<file path="src/rtl/seg_xlate_pkg.sv">
package seg_xlate_pkg;
  typedef enum logic [1:0] {
    ACC_READ  = 2'd0,
    ACC_WRITE = 2'd1,
    ACC_FETCH = 2'd2,
    ACC_RSVD  = 2'd3
  } acc_e;

  typedef enum logic [1:0] {
    CAUSE_NONE    = 2'd0,
    CAUSE_INVALID = 2'd1,
    CAUSE_BOUND   = 2'd2,
    CAUSE_PERM    = 2'd3
  } cause_e;

  localparam int PERM_BITS = 3;
  localparam int PBIT_READ = 0;
  localparam int PBIT_WRITE = 1;
  localparam int PBIT_EXEC = 2;

  function automatic logic perm_allows(input acc_e acc, input logic [PERM_BITS-1:0] perm);
    case (acc)
      ACC_READ:  perm_allows = perm[PBIT_READ];
      ACC_WRITE: perm_allows = perm[PBIT_WRITE];
      ACC_FETCH: perm_allows = perm[PBIT_EXEC];
      default:   perm_allows = 1'b0;
    endcase
  endfunction
endpackage

</file>
<file path="src/rtl/seg_desc_table.sv">
module seg_desc_table
  import seg_xlate_pkg::*;
#(
  parameter int NUM_SEG = 8,
  parameter int BASE_W = 32,
  parameter int OFF_W = 20,
  localparam int SEL_W = (NUM_SEG > 1) ? $clog2(NUM_SEG) : 1
) (
  input  logic                 clk,
  input  logic                 rst_n,
  input  logic                 wr_en,
  input  logic [SEL_W-1:0]     wr_sel,
  input  logic                 wr_valid,
  input  logic [PERM_BITS-1:0] wr_perm,
  input  logic [BASE_W-1:0]    wr_base,
  input  logic [OFF_W-1:0]     wr_bound,
  input  logic [SEL_W-1:0]     rd_sel,
  output logic                 rd_valid,
  output logic [PERM_BITS-1:0] rd_perm,
  output logic [BASE_W-1:0]    rd_base,
  output logic [OFF_W-1:0]     rd_bound
);
  logic [NUM_SEG-1:0]   valid_q;
  logic [PERM_BITS-1:0] perm_q  [NUM_SEG];
  logic [BASE_W-1:0]    base_q  [NUM_SEG];
  logic [OFF_W-1:0]     bound_q [NUM_SEG];

  for (genvar g = 0; g < NUM_SEG; g++) begin : g_entry
    logic hit;
    assign hit = wr_en && (wr_sel == SEL_W'(g));

    // Valid flag: reset to unusable.
    always_ff @(posedge clk or negedge rst_n) begin
      if (!rst_n) begin
        valid_q[g] <= 1'b0;
      end else if (hit) begin
        valid_q[g] <= wr_valid;
      end
    end

    // Payload: no reset, written only on enable.
    always_ff @(posedge clk) begin
      if (hit) begin
        perm_q[g]  <= wr_perm;
        base_q[g]  <= wr_base;
        bound_q[g] <= wr_bound;
      end
    end
  end

  always_comb begin
    rd_valid = 1'b0;
    rd_perm  = '0;
    rd_base  = '0;
    rd_bound = '0;
    if (32'(rd_sel) < NUM_SEG) begin
      rd_valid = valid_q[rd_sel];
      rd_perm  = perm_q[rd_sel];
      rd_base  = base_q[rd_sel];
      rd_bound = bound_q[rd_sel];
    end
  end
endmodule

</file>
<file path="src/rtl/seg_check.sv">
module seg_check
  import seg_xlate_pkg::*;
#(
  parameter int BASE_W = 32,
  parameter int OFF_W = 20
) (
  input  logic                 d_valid,
  input  logic [PERM_BITS-1:0] d_perm,
  input  logic [BASE_W-1:0]    d_base,
  input  logic [OFF_W-1:0]     d_bound,
  input  logic [OFF_W-1:0]     off,
  input  logic [1:0]           acc,
  output logic [BASE_W-1:0]    addr,
  output logic [1:0]           cause
);
  logic over_limit;
  logic perm_ok;

  assign over_limit = off > d_bound;
  assign perm_ok    = perm_allows(acc_e'(acc), d_perm);

  // Fault priority: invalid, then limit, then permission.
  always_comb begin
    cause = CAUSE_NONE;
    addr  = '0;
    if (!d_valid) begin
      cause = CAUSE_INVALID;
    end else if (over_limit) begin
      cause = CAUSE_BOUND;
    end else if (!perm_ok) begin
      cause = CAUSE_PERM;
    end else begin
      addr = d_base + BASE_W'(off);
    end
  end
endmodule

</file>
<file path="src/rtl/seg_xlate.sv">
module seg_xlate
  import seg_xlate_pkg::*;
#(
  parameter int NUM_SEG = 8,
  parameter int BASE_W = 32,
  parameter int OFF_W = 20,
  localparam int SEL_W = (NUM_SEG > 1) ? $clog2(NUM_SEG) : 1
) (
  input  logic                 clk,
  input  logic                 rst_n,
  input  logic                 req_valid,
  output logic                 req_ready,
  input  logic [SEL_W-1:0]     req_sel,
  input  logic [OFF_W-1:0]     req_off,
  input  logic [1:0]           req_acc,
  output logic                 rsp_valid,
  input  logic                 rsp_ready,
  output logic [BASE_W-1:0]    rsp_addr,
  output logic                 rsp_fault,
  output logic [1:0]           rsp_cause,
  input  logic                 wr_en,
  input  logic [SEL_W-1:0]     wr_sel,
  input  logic                 wr_valid,
  input  logic [PERM_BITS-1:0] wr_perm,
  input  logic [BASE_W-1:0]    wr_base,
  input  logic [OFF_W-1:0]     wr_bound
);
  logic                 d_valid;
  logic [PERM_BITS-1:0] d_perm;
  logic [BASE_W-1:0]    d_base;
  logic [OFF_W-1:0]     d_bound;
  logic [BASE_W-1:0]    xl_addr;
  logic [1:0]           xl_cause;

  logic                 vld_q, vld_d;
  logic                 load;
  logic [BASE_W-1:0]    addr_q;
  logic [1:0]           cause_q;

  seg_desc_table #(.NUM_SEG(NUM_SEG), .BASE_W(BASE_W), .OFF_W(OFF_W)) u_table (
    .clk      (clk),
    .rst_n    (rst_n),
    .wr_en    (wr_en),
    .wr_sel   (wr_sel),
    .wr_valid (wr_valid),
    .wr_perm  (wr_perm),
    .wr_base  (wr_base),
    .wr_bound (wr_bound),
    .rd_sel   (req_sel),
    .rd_valid (d_valid),
    .rd_perm  (d_perm),
    .rd_base  (d_base),
    .rd_bound (d_bound)
  );

  seg_check #(.BASE_W(BASE_W), .OFF_W(OFF_W)) u_check (
    .d_valid (d_valid),
    .d_perm  (d_perm),
    .d_base  (d_base),
    .d_bound (d_bound),
    .off     (req_off),
    .acc     (req_acc),
    .addr    (xl_addr),
    .cause   (xl_cause)
  );

  assign req_ready = !vld_q || rsp_ready;
  assign load      = req_valid && req_ready;

  always_comb begin
    vld_d = vld_q;
    if (load) begin
      vld_d = 1'b1;
    end else if (rsp_ready) begin
      vld_d = 1'b0;
    end
  end

  always_ff @(posedge clk or negedge rst_n) begin
    if (!rst_n) begin
      vld_q   <= 1'b0;
      addr_q  <= '0;
      cause_q <= CAUSE_NONE;
    end else begin
      vld_q <= vld_d;
      if (load) begin
        addr_q  <= xl_addr;
        cause_q <= xl_cause;
      end
    end
  end

  assign rsp_valid = vld_q;
  assign rsp_addr  = addr_q;
  assign rsp_cause = cause_q;
  assign rsp_fault = cause_q != CAUSE_NONE;
endmodule

</file>
<file path="config.mk">
export PLATFORM = sky130hd
export DESIGN_NAME = seg_xlate
export DESIGN_NICKNAME = d
export VERILOG_FILES = /design/src/rtl/seg_xlate_pkg.sv /design/src/rtl/seg_desc_table.sv /design/src/rtl/seg_check.sv /design/src/rtl/seg_xlate.sv
export SDC_FILE = /design/constraint.sdc
export NUM_CORES = 1
export LEC_CHECK = 0
export BUFFER_PORTS_ARGS = -buffer_cell sky130_fd_sc_hd__buf_2
export CORE_MARGIN = 1
export CORE_UTILIZATION = 51
export DETAILED_ROUTE_END_ITERATION = 8
export HOLD_SLACK_MARGIN = 0.02
export PLACE_DENSITY = 0.69
export SETUP_SLACK_MARGIN = 0.4
export SLEW_MARGIN = 20
export SYNTH_ARGS = -nofsm -noshare
export SYNTH_HDL_FRONTEND = slang
export SYNTH_SLANG_ARGS = --single-unit
</file>
<file path="constraint.sdc">
create_clock -name clk -period 4.7 [get_ports clk]
set_input_delay 0.235 -clock clk [delete_from_list [all_inputs] [get_ports clk]]
set_output_delay 0.235 -clock clk [all_outputs]
set_load 0.02 [all_outputs]
</file>
# Word-level counts from Yosys, hierarchy flattened
# Memories as Yosys holds them, arrays and structs flattened.
# Cells that the tools add are included.
# classes
n_addsub	1
magnitude_cmp	2
eq_ne	9
muxes	90
reduce_logical	36
# op_table
operator	count
$mux W32	10
$reduce_or A32 Y1	7
$mux W20	7
$reduce_or A20 Y1	7
$mux W3	28
$mux W1	40
$add A32 B20 Y32	1
$reduce_or A3 Y1	7
$gt A20 B20 Y1	1
$eq A3 B3 Y1 const B	4
$logic_and A1 B1 Y1	9
$eq A3 B2 Y1 const B	2
$mux W2	3
$lt A3 B4 Y1 const B	1
$reduce_bool A2 Y1	2
$bmux W1 S3	1
$eq A3 B1 Y1 const B	1
$logic_not A3 Y1	1
$pmux W1 S3	1
$eq A2 B1 Y1 const B	1
$eq A2 B2 Y1 const B	1
$logic_not A2 Y1	1
$logic_not A1 Y1	1
$logic_or A1 B1 Y1	1
# word_totals
regBits	43
mem_bits_rw	440
input_bits	89
out_inout_bits	37
word_cells	152
mem_count	3
# mem_list
name	depth	width	rd	rd_ports_with_merged_regs	write_ports	line_no	text
u_table.base_q	8	32	1	0	1	seg_desc_table.sv:25	logic [BASE_W-1:0] base_q [NUM_SEG];
u_table.bound_q	8	20	1	0	1	seg_desc_table.sv:26	logic [OFF_W-1:0] bound_q [NUM_SEG];
u_table.perm_q	8	3	1	0	1	seg_desc_table.sv:24	logic [PERM_BITS-1:0] perm_q [NUM_SEG];

# Depth between registers and ports, before layout
# Gate-level depths: netlist of run 1.
# logic_depth
word_depth	12
ltp_mapped	18
depth_no_buf	13

# By module
# A second synthesis of run 1 with hierarchy kept.
# hier_totals
hier_cells	1110
hier_area_um2	20890.0
# modules_own_cells
mod	instances	cells_per_inst	area_each_um2	seq_area_each_um2
seg_desc_table	1	667	16938.7	13412.9
seg_check	1	367	2481.1	0.0
seg_xlate	1	76	1470.2	875.8

# Worst setup path after synthesis of run 1
# No wires, ideal clock.
# synth_path
kind	in2reg
from	input wr_sel[2]
to	register u_table.valid_q[0]
setup_time_ns	0.084
arrival_ns	4.872
t_required_ns	4.616
path_slack_ns	-0.256
path_stages	3
n_path_buf	0
cell_sequence	nand2b_1 > nor3_1 > mux2_2
# synth_between
elab_chain_cells	2
# synth_lines
item	line_no	text
start: declaration	seg_xlate.sv:22	input logic [SEL_W-1:0] wr_sel,
$logic_not A3 Y1	seg_desc_table.sv:30	assign hit = wr_en && (wr_sel == SEL_W'(g));
$logic_and A1 B1 Y1	seg_desc_table.sv:30	
named net u_table.g_entry[0].hit	seg_desc_table.sv:29	logic hit;
end signal: indexed assignment	seg_desc_table.sv:37	valid_q[g] <= wr_valid;
end: declaration	seg_desc_table.sv:23	logic [NUM_SEG-1:0] valid_q;
# The timed path passes the listed nets, and every way through them passes these cells.
# A chain may end at the register's enable or synchronous reset.

# Worst setup path after layout of run 1
# layout_path
from	memory u_table.base_q[7][0]
to	register addr_q[30] (netlist: rsp_addr[30])
# layout_between
elab_chain_cells	5
# layout_lines
item	line_no	text
start: declaration	seg_desc_table.sv:25	
$mem_v2 Z8 W32	--	
$add A32 B20 Y32	seg_check.sv:33	addr = d_base + BASE_W'(off);
$mux W32	seg_check.sv:30	end else if (!perm_ok) begin
$mux W32	seg_check.sv:28	end else if (over_limit) begin
$mux W32	seg_check.sv:26	if (!d_valid) begin
end signal: assignment	seg_xlate.sv:87	addr_q <= xl_addr;
end: declaration	seg_xlate.sv:37	logic [BASE_W-1:0] addr_q;
# Every way passes these cells.

==> results of run 1 <==
==> logic make-up (layout without fill, tap and decap cells) <==
kind of cell | count (synthesis) | in the layout | synth area share
AOI/OAI and AO/OA | 122 | 122 | 0.04388
xor gates and xnor gates | 20 | 20 | 0.008852
adders and majority gates | 41 | 41 | 0.02630
buffers and inverters | 48 | 320 | 0.01195
DFF | 483 | 483 | 0.7221
muxes | 175 | 175 | 0.1630
and+or+nand+nor | 91 | 91 | 0.02396
==> final cells by class <==
cell class | count | area (sq um)
multi-input combinational | 449 | 5334
sequential | 483 | 14290
tap | 511 | 639.4
inverter | 10 | 37.54
fill | 2712 | 14510
clock inverter | 22 | 203.9
clock buffer | 71 | 1371
timing repair buffer | 217 | 1545
==> worst paths after layout <==
kind / start / to / slack, ps / cells past startpoint
max: u_table.base_q[7][0]$_DFFE_PP_ / rsp_addr[30]$_DFFE_PN0P_ / 820 / 13
min: req_acc[0] / rsp_cause[0]$_DFFE_PN0P_ / 110 / 4
max reg2reg: u_table.base_q[7][0]$_DFFE_PP_ / rsp_addr[30]$_DFFE_PN0P_ / 820 / 13
min reg2reg: rsp_addr[10]$_DFFE_PN0P_ / rsp_addr[10]$_DFFE_PN0P_ / 480 / 2
max in group asynchronous: rst_n / rsp_addr[3]$_DFFE_PN0P_ / 3980 / 3
min in group asynchronous: rst_n / rsp_addr[31]$_DFFE_PN0P_ / 310 / 3
==> worst reg2reg max path, cell delays in order, from the launching register on <==
cell and delay, ps:
sky130_fd_sc_hd__edfxtp_1 370, sky130_fd_sc_hd__mux4_2 470, sky130_fd_sc_hd__mux2_2 280, sky130_fd_sc_hd__ha_1 210, sky130_fd_sc_hd__inv_1 70, sky130_fd_sc_hd__fa_1 180, sky130_fd_sc_hd__nand2b_1 160, sky130_fd_sc_hd__a21oi_1 120
sky130_fd_sc_hd__o2111ai_1 310, sky130_fd_sc_hd__a211oi_2 140, sky130_fd_sc_hd__a31o_2 290, sky130_fd_sc_hd__a221oi_1 700, sky130_fd_sc_hd__o31ai_1 190, sky130_fd_sc_hd__a32o_1 290
==> placed cells by master, fill, tap and decap left out, types with 3 or more instances in the layout <==
cell type                       count
sky130_fd_sc_hd__nand3_1            6
sky130_fd_sc_hd__mux2_2            31
sky130_fd_sc_hd__bufinv_16          4
sky130_fd_sc_hd__a21o_1             8
sky130_fd_sc_hd__a211oi_1           5
sky130_fd_sc_hd__o21a_1             4
sky130_fd_sc_hd__o21bai_1           7
sky130_fd_sc_hd__clkbuf_1          18
sky130_fd_sc_hd__a32o_1             8
sky130_fd_sc_hd__mux2i_1           30
sky130_fd_sc_hd__a22o_1            22
sky130_fd_sc_hd__edfxtp_1         440
sky130_fd_sc_hd__dfrtp_1           43
sky130_fd_sc_hd__inv_1             10
sky130_fd_sc_hd__xnor2_1           14
sky130_fd_sc_hd__nand2b_1          11
sky130_fd_sc_hd__o31ai_1            6
sky130_fd_sc_hd__ha_1              40
sky130_fd_sc_hd__nor3_1             5
sky130_fd_sc_hd__clkbuf_16         51
sky130_fd_sc_hd__o21ai_0           16
sky130_fd_sc_hd__nor2_1            13
sky130_fd_sc_hd__xor2_1             6
sky130_fd_sc_hd__a21oi_1           29
sky130_fd_sc_hd__buf_4             29
sky130_fd_sc_hd__nand2_1           26
sky130_fd_sc_hd__buf_12             5
sky130_fd_sc_hd__nor2_4             6
sky130_fd_sc_hd__or4_1              3
sky130_fd_sc_hd__clkinv_2           6
sky130_fd_sc_hd__clkinv_1          10
sky130_fd_sc_hd__buf_2            122
sky130_fd_sc_hd__mux4_1             7
sky130_fd_sc_hd__mux4_2           105
sky130_fd_sc_hd__dlygate4sd3_1     59
sky130_fd_sc_hd__and3_1             4
==> cell usage after synthesis (3+ instances only) <==
library cell and instances:
sky130_fd_sc_hd__a211oi_1 5, sky130_fd_sc_hd__a21o_1 8, sky130_fd_sc_hd__a21oi_1 29, sky130_fd_sc_hd__a22o_1 22, sky130_fd_sc_hd__a32o_1 8, sky130_fd_sc_hd__and3_1 4
sky130_fd_sc_hd__buf_1 9, sky130_fd_sc_hd__buf_2 12, sky130_fd_sc_hd__buf_4 5, sky130_fd_sc_hd__buf_6 3, sky130_fd_sc_hd__clkbuf_1 9, sky130_fd_sc_hd__dfrtp_1 43
sky130_fd_sc_hd__edfxtp_1 440, sky130_fd_sc_hd__ha_1 40, sky130_fd_sc_hd__inv_1 10, sky130_fd_sc_hd__mux2_2 31, sky130_fd_sc_hd__mux2i_1 30, sky130_fd_sc_hd__mux4_1 7
sky130_fd_sc_hd__mux4_2 105, sky130_fd_sc_hd__nand2_1 26, sky130_fd_sc_hd__nand2b_1 11, sky130_fd_sc_hd__nand3_1 6, sky130_fd_sc_hd__nor2_1 20, sky130_fd_sc_hd__nor3_1 7
sky130_fd_sc_hd__o21a_1 4, sky130_fd_sc_hd__o21ai_0 16, sky130_fd_sc_hd__o21bai_1 7, sky130_fd_sc_hd__o31ai_1 6, sky130_fd_sc_hd__or4_1 3, sky130_fd_sc_hd__xnor2_1 14
sky130_fd_sc_hd__xor2_1 6
==> through the flow <==
step | cell area [sq um] | total power, mW
floorplan | 19800 | 5.628
global placement | 21240 | 5.960
detailed placement | 21250 | 5.986
CTS | 23420 | 9.807
global route | 23420 | 10.06
finish | 23420 | 9.725
==> what timing repair did <==
item / 4_1_cts / 5_1_grt
hold endpoints to repair: 493 / 0
setup endpoints to repair: 0 / 0
hold buffers: 59 / 0
==> state kept, by name, indices dropped and copies added (netlist names) <==
signal	flops
u_table.perm_q	24
rsp_cause	2
u_table.valid_q	8
u_table.base_q	256
rsp_valid	1
u_table.bound_q	160
rsp_addr	32
==> power groups by stage <==
| stage | Sequential (mW) | Clock [mW] | Combinational (mW) |
|---|---|---|---|
| floorplan | 5.06 | 0 | 0.573 |
| global placement | 5.02 | 0 | 0.941 |
| detailed placement | 5.03 | 0 | 0.960 |
| CTS | 4.94 | 3.86 | 1.01 |
| global route | 4.95 | 4.03 | 1.08 |
| finish | 4.94 | 3.79 | 0.998 |
==> layer usage <==
layer / track usage / share of wire
met1: 0.3202 / 0.43
met4: 0.07379 / 0.024
met2: 0.3596 / 0.49
met3: 0.03594 / 0.059
met5: 0 / 0
==> impl_summary.log, run 1 <==
INFO  metric outcome = completed
INFO  metric synth_edf_count = 440
INFO  metric cp_cell_sequence = mux4_2 > mux2_2 > ha_1 > inv_1 > fa_1 > nand2b_1 > a21oi_1 > o2111ai_1 > a211oi_2 > a31o_2 > a221oi_1 > o31ai_1 > a32o_1
INFO  metric clock_latency = between 500 and 600 ps
INFO  metric cp-start-kind = flip-flop
INFO  metric yosys_most_used_dff = sky130_fd_sc_hd__edfxtp_1
INFO  metric finalWeightedCongestion = 0.8171
INFO  metric grt_use_total = 0.2254
INFO  metric place.port_buffers = approximately 130
INFO  metric initialDrtViolationCount = 849
INFO  metric synth_area_leader_cell = sky130_fd_sc_hd__edfxtp_1
INFO  metric crit_path_end_kind = flip-flop
INFO  metric ys_seq_area_frac = 0.7221
INFO  metric worst_clock_skew = between 15 and 20 ps
INFO  metric ys_warn_count = 0
INFO  metric crit_arrival = roughly 4300 ps
INFO  metric report.final.setup_viol = 0
INFO  metric synth_top_cell_area_share = 0.6677
INFO  metric dieHeight = 199.0 um
INFO  metric floorplan.io_pins = between 100 and 150
INFO  metric p_leak = between 8 and 9 nW
INFO  metric power-per-cell-area = roughly 420 mW/mm^2
INFO  metric critical_path_required = 5150 ps
INFO  metric family_with_the_most_delay_on_the_worst_path = compound AO/OA/AOI/OAI gates
INFO  metric num_rows = a little over 70
INFO  metric seqPwrFrac = 0.508
INFO  metric worst_pin_slew = 1027 ps
INFO  metric finalCriticalPeriod = about 3900 ps
INFO  metric max_freq = ~0.26 GHz
INFO  metric die_width = 199.0 um
INFO  metric globalRoute.totalOverflow = 0
INFO  metric final-instance-count-excl-fill = approximately 1800
INFO  metric layout-area-overhead-vs-synth = 18.35%
INFO  metric netlist_area = roughly 0.02 sq mm
INFO  metric fin_setup_tns = 0 ps
INFO  metric worst_path_max_delay_cell = sky130_fd_sc_hd__a221oi_1
INFO  metric dp.cells = 1611
INFO  metric cp_slowest_stage_delay = between 600 and 700 ps
INFO  metric grt_first_pass_wirelength = 64260 um
INFO  metric numClockSinks = 483
INFO  metric post-route-drc-count = 0
INFO  metric cts.root.buffer_cell = sky130_fd_sc_hd__clkbuf_16
INFO  metric power_switching_share = 0.2229
INFO  metric combinationalPowerShare = 0.103
INFO  metric tritoncts.num_buffers = 50
INFO  metric hp-class = input pin to flip-flop
INFO  metric power_report.internal_total = ~7.6 mW
INFO  metric first_global_vias = 10540
INFO  metric synthesized_flop_and_latch_total = about 480
INFO  metric netlist_top_cells_area = sky130_fd_sc_hd__edfxtp_1, sky130_fd_sc_hd__mux4_2, sky130_fd_sc_hd__dfrtp_1, sky130_fd_sc_hd__ha_1, sky130_fd_sc_hd__mux2_2
INFO  metric synth.net_count = approximately 1100
INFO  metric cts.htree.levels = 2
INFO  metric crit_type = flip-flop to flip-flop
INFO  metric detailedPlace.worstSlack = between 400 and 500 ps
INFO  metric detailedPlacementHpwl = 27290 um
INFO  metric routed_wl = roughly 43000 um
INFO  metric timing.slew.headroom = 0.3132
INFO  metric synth_cell_types = 54
INFO  metric fin_nets = 1341
INFO  metric cap_violations = 0
INFO  metric initial_core_util = 0.5217
INFO  metric postCtsSetupRepairBufs = 0
INFO  metric share_clk_of_total_power = 0.390
INFO  metric grt_start_max_net_pins = 44
INFO  metric wire_per_inst = around 24 um
INFO  metric clk_transition_reported_paths = 60 ps
INFO  metric timing.final.ws_setup = ~800 ps
INFO  metric finalMaxSlewViolations = 0
INFO  metric synth-async-reset-ratio = 0.08903
INFO  metric hold_viol = 0
INFO  metric initial_antenna_violation_count = 0
INFO  metric drt-pass1-iter-count = 5
INFO  metric hold_slack = between 100 and 150 ps
INFO  metric timing.final.crit_share = 0.8252
INFO  metric cts_tree = done
INFO  metric worst_ir_drop_vdd = approximately 0.34 mV
INFO  metric final_util = 0.6174
INFO  metric cts_max_path_buffers = 3
INFO  metric die-area = a little under 0.04 sq mm
INFO  metric cts_resized = 0
INFO  metric grt_setup_unrepaired = no
INFO  metric fraction_of_layout_cells_with_a_size_suffix_above_1 = 0.3019
INFO  metric synth_cells = a little under 1000
INFO  metric timing.critical_path.buf_inv = 1
INFO  metric dr_total_vias = approximately 10000
INFO  metric drt-vias-per-instance = approximately 5.8
INFO  metric synthesis.area_per_instance = between 20 and 25 sq um
INFO  metric antenna_nets_post_route = 0
INFO  metric num_antenna_cells = 0
INFO  metric fp.coreArea = between 0.03 and 0.04 sq mm
INFO  metric critical_path.max_fanout = 6
INFO  metric power_switching = ~2.2 mW
(Power assumes the default switching activity.)
==> run 2: changes to the inputs <==
- clock period: 4.7 -> 4 ns (I/O delays scaled with it)
==> run 2 against run 1 <==
  * Cell area increased by 1.1%
  * Total power increased by 17%
  * Register-to-register slack got worse by 330 ps
  * Clock-buffer cell count decreased by 4
  * Highest routed layer unchanged
  * Fmax increased by 11%
  * Global-route usage increased by 0.87 points
  * Hold slack got worse by 18 ps
  * Worst setup slack got worse by 330 ps
  * Via count increased by 2.4%
==> impl_summary.log, run 2 (same netlist as run 1, synthesis figures left out) <==
INFO  metric cp-start-kind = flip-flop
INFO  metric finalWeightedCongestion = 0.8936 (+9.4%)
INFO  metric drt-pass1-iter-count = 5 (unchanged)
INFO  metric detailedPlacementHpwl = 28610 um (+4.8%)
INFO  metric fin_nets = 1358 (+1.3%)
INFO  metric critical_path_required = 4460 ps (-690 ps)
INFO  metric max_freq = 0.2852 GHz (+11%)
INFO  metric power_switching_share = 0.2266 (+0.003703)
INFO  metric cts.htree.levels = 2 (unchanged)
INFO  metric fin_setup_tns = 0 ps (unchanged)
INFO  metric die_width = 199.0 um (unchanged)
INFO  metric num_rows = 71 (unchanged)
INFO  metric crit_arrival = 3970 ps (-360 ps)
INFO  metric timing.final.crit_share = 0.8767 (+0.05145)
INFO  metric worst_path_max_delay_cell = sky130_fd_sc_hd__or4_1
INFO  metric combinationalPowerShare = 0.110 (+0.007)
INFO  metric crit_path_end_kind = flip-flop
INFO  metric crit_path_start = u_table.base_q[1][5]$_DFFE_PP_
INFO  metric tritoncts.num_buffers = 49 (-2.0%)
INFO  metric worst_pin_slew = 1124 ps (+96.86 ps)
INFO  metric dr_total_vias = 10510 (+2.4%)
INFO  metric final-instance-count-excl-fill = 1776 (+0.74%)
INFO  metric seqPwrFrac = 0.512 (+0.004)
INFO  metric outcome = completed
INFO  metric power-per-cell-area = 479.0 mW/mm^2 (+15%)
INFO  metric die-area = 0.03959 sq mm (unchanged)
INFO  metric grt_use_total = 0.2341 (+0.008696)
INFO  metric report.final.setup_viol = 0 (unchanged)
INFO  metric worst_ir_drop_vdd = 0.3077 mV (-10%)
INFO  metric most_frequent_cells_in_the_layout = sky130_fd_sc_hd__edfxtp_1, sky130_fd_sc_hd__buf_2, sky130_fd_sc_hd__mux4_2
INFO  metric first_global_vias = 10630 (+0.90%)
INFO  metric globalRoute.totalOverflow = 0 (unchanged)
INFO  metric antenna_nets_post_route = 0 (unchanged)
INFO  metric finalCriticalPeriod = 3507 ps (-371.9 ps)
INFO  metric initialDrtViolationCount = 972 (+14%)
INFO  metric critical_path.max_fanout = 6 (unchanged)
INFO  metric timing.rr.end = rsp_addr[30]$_DFFE_PN0P_
INFO  metric drt-vias-per-instance = 5.916 (+1.6%)
INFO  metric grt_setup_unrepaired = yes
INFO  metric initial_antenna_violation_count = 1 (+1)
INFO  metric r2r_start = u_table.base_q[1][5]$_DFFE_PP_
INFO  metric wire_per_inst = 25.02 um (+3.4%)
INFO  metric cp_slowest_stage_delay = 540 ps (-150 ps)
INFO  metric hold_viol = 0 (unchanged)
INFO  metric share_clk_of_total_power = 0.379 (-0.011)
INFO  metric cp_cell_sequence = mux4_2 > mux2_4 > ha_4 > o211ai_1 > a21oi_4 > o2111ai_4 > a211oi_2 > a31o_2 > a221oi_2 > or4_1 > a32o_1
INFO  metric min-delay-start = rsp_ready
INFO  metric grt_start_max_net_pins = 51 (+16%)
INFO  metric fp.coreArea = 0.03793 sq mm (unchanged)
INFO  metric hold_slack = 91.03 ps (-18.24 ps)
INFO  metric routed_wl = 44430 um (+4.2%)
INFO  metric post-route-drc-count = 0 (unchanged)
INFO  metric total_power = 11.34 mW (+17%)
INFO  metric endpoint = rsp_addr[30]$_DFFE_PN0P_
INFO  metric cts_tree = done
INFO  metric clk_transition_reported_paths = 60 ps (about the same)
INFO  metric numClockSinks = 483 (unchanged)
INFO  metric power_report.internal_total = 8.774 mW (+16%)
INFO  metric dp.cells = 1626 (+0.93%)
INFO  metric clock_latency = 580 ps (about the same)
INFO  metric place.port_buffers = 125 (unchanged)
INFO  metric floorplan.io_pins = 126 (unchanged)
INFO  metric timing.slew.headroom = 0.2491 (-0.06413)
INFO  metric r2r.worst_path.cells = 11 (-2)
INFO  metric dieHeight = 199.0 um (unchanged)
INFO  metric cap_violations = 0 (unchanged)
INFO  metric finalMaxSlewViolations = 0 (unchanged)
INFO  metric crit_type = flip-flop to flip-flop
INFO  metric layout-area-overhead-vs-synth = 19.70%
INFO  metric ff2ff_setup_slack = 490 ps (-330 ps)
INFO  metric cts.root.buffer_cell = sky130_fd_sc_hd__clkbuf_16
INFO  metric initial_core_util = 0.5217 (unchanged)
INFO  metric hp-class = input pin to flip-flop
INFO  metric cts_max_path_buffers = 3 (unchanged)
INFO  metric p_leak = 8.357 nW (+1.1%)
INFO  metric largest_register_ff_count = 256 (unchanged)
INFO  metric power_switching = 2.571 mW (+19%)
INFO  metric fraction_of_layout_cells_with_a_size_suffix_above_1 = 0.3236 (+0.02166)
INFO  metric commonest_non_fill_non_tap_cell_in_the_layout = sky130_fd_sc_hd__edfxtp_1
INFO  metric grt_first_pass_wirelength = 66290 um (+3.2%)
INFO  metric worst_clock_skew = 17.21 ps (-2.380 ps)
INFO  metric top_register = u_table.base_q
[run 2: changes by cell type in the layout (fill, tap and decap cells not counted), moves of 2 or more]
cell                        before  now
sky130_fd_sc_hd__ha_4            0    6
sky130_fd_sc_hd__buf_4          29   43
sky130_fd_sc_hd__mux2_4          0    2
sky130_fd_sc_hd__bufinv_16       4    2
sky130_fd_sc_hd__clkbuf_1       18   14
sky130_fd_sc_hd__ha_1           40   33
sky130_fd_sc_hd__mux2_2         31   29
sky130_fd_sc_hd__buf_12          5   10
[run 2: repair_timing]
action / CTS / global route
setup buffers: 0 / 2
hold buffers: 59 / 0
setup endpoints to repair: 0 / 8
resized for setup: 0 / 6
hold endpoints to repair: 493 / 0
[run 2: per-stage QoR]
stage / setup slack [ps] / utilization / instance area [sq um]
finish: 493.3 / 0.6244 / 23690
global route: 376.8 / 0.6244 / 23690
CTS: 496.1 / 0.6226 / 23620
detailed placement: 172.8 / 0.5675 / 21530
global placement: 208.8 / 0.5675 / 21530
floorplan: 253.5 / - / 20000
[run 2: area by class of cell]
class / count / area (sq um)
clock inverter: 20 / 143.9
antenna: 1 / 2.502
fill: 2705 / 14250
sequential: 483 / 14290
tap: 511 / 639.4
timing repair buffer: 235 / 1745
inverter: 10 / 37.54
clock buffer: 67 / 1356
multi-input combinational: 449 / 5473
[run 2: power by group through the flow]
stage | logic (mW) | registers, mW | clock network, mW
2_1_floorplan | 0.707 | 5.94 | 0
4_1_cts | 1.24 | 5.81 | 4.38
6_report | 1.25 | 5.80 | 4.29
5_1_grt | 1.35 | 5.82 | 4.57
3_5_place_dp | 1.18 | 5.91 | 0
3_3_place_gp | 1.16 | 5.90 | 0
[run 2: routing by layer]
layer,routed length (um),share of wire,vias up,GRT usage
li1,-,-,4592,-
met5,0,0,-,0
met2,21660,0.49,389,0.3721
met3,2966,0.067,61,0.03459
met4,995,0.022,0,0.07578
met1,18800,0.42,5464,0.3358
[run 2: worst max-delay path, delay by kind of cell, from the launching register on]
kind                     cells  cell delay, ps
flip-flops                   1             390
AND/OR/NAND/NOR              1             540
AO/OA/AOI/OAI                7            1410
multiplexers                 2             750
adder cells (fa/ha/maj)      1             300
[run 2: worst min path at each step]
stage / endpoint / slack [ps] / cells after the start
2_1_floorplan: rsp_addr[0]$_DFFE_PN0P_ / -100 / 0
3_3_place_gp: rsp_valid$_DFFE_PN0P_ / 430 / 2
3_5_place_dp: rsp_valid$_DFFE_PN0P_ / 440 / 2
4_1_cts: rsp_cause[0]$_DFFE_PN0P_ / 70 / 4
5_1_grt: u_table.bound_q[0][14]$_DFFE_PP_ / 100 / 2
6_report: rsp_cause[0]$_DFFE_PN0P_ / 90 / 4
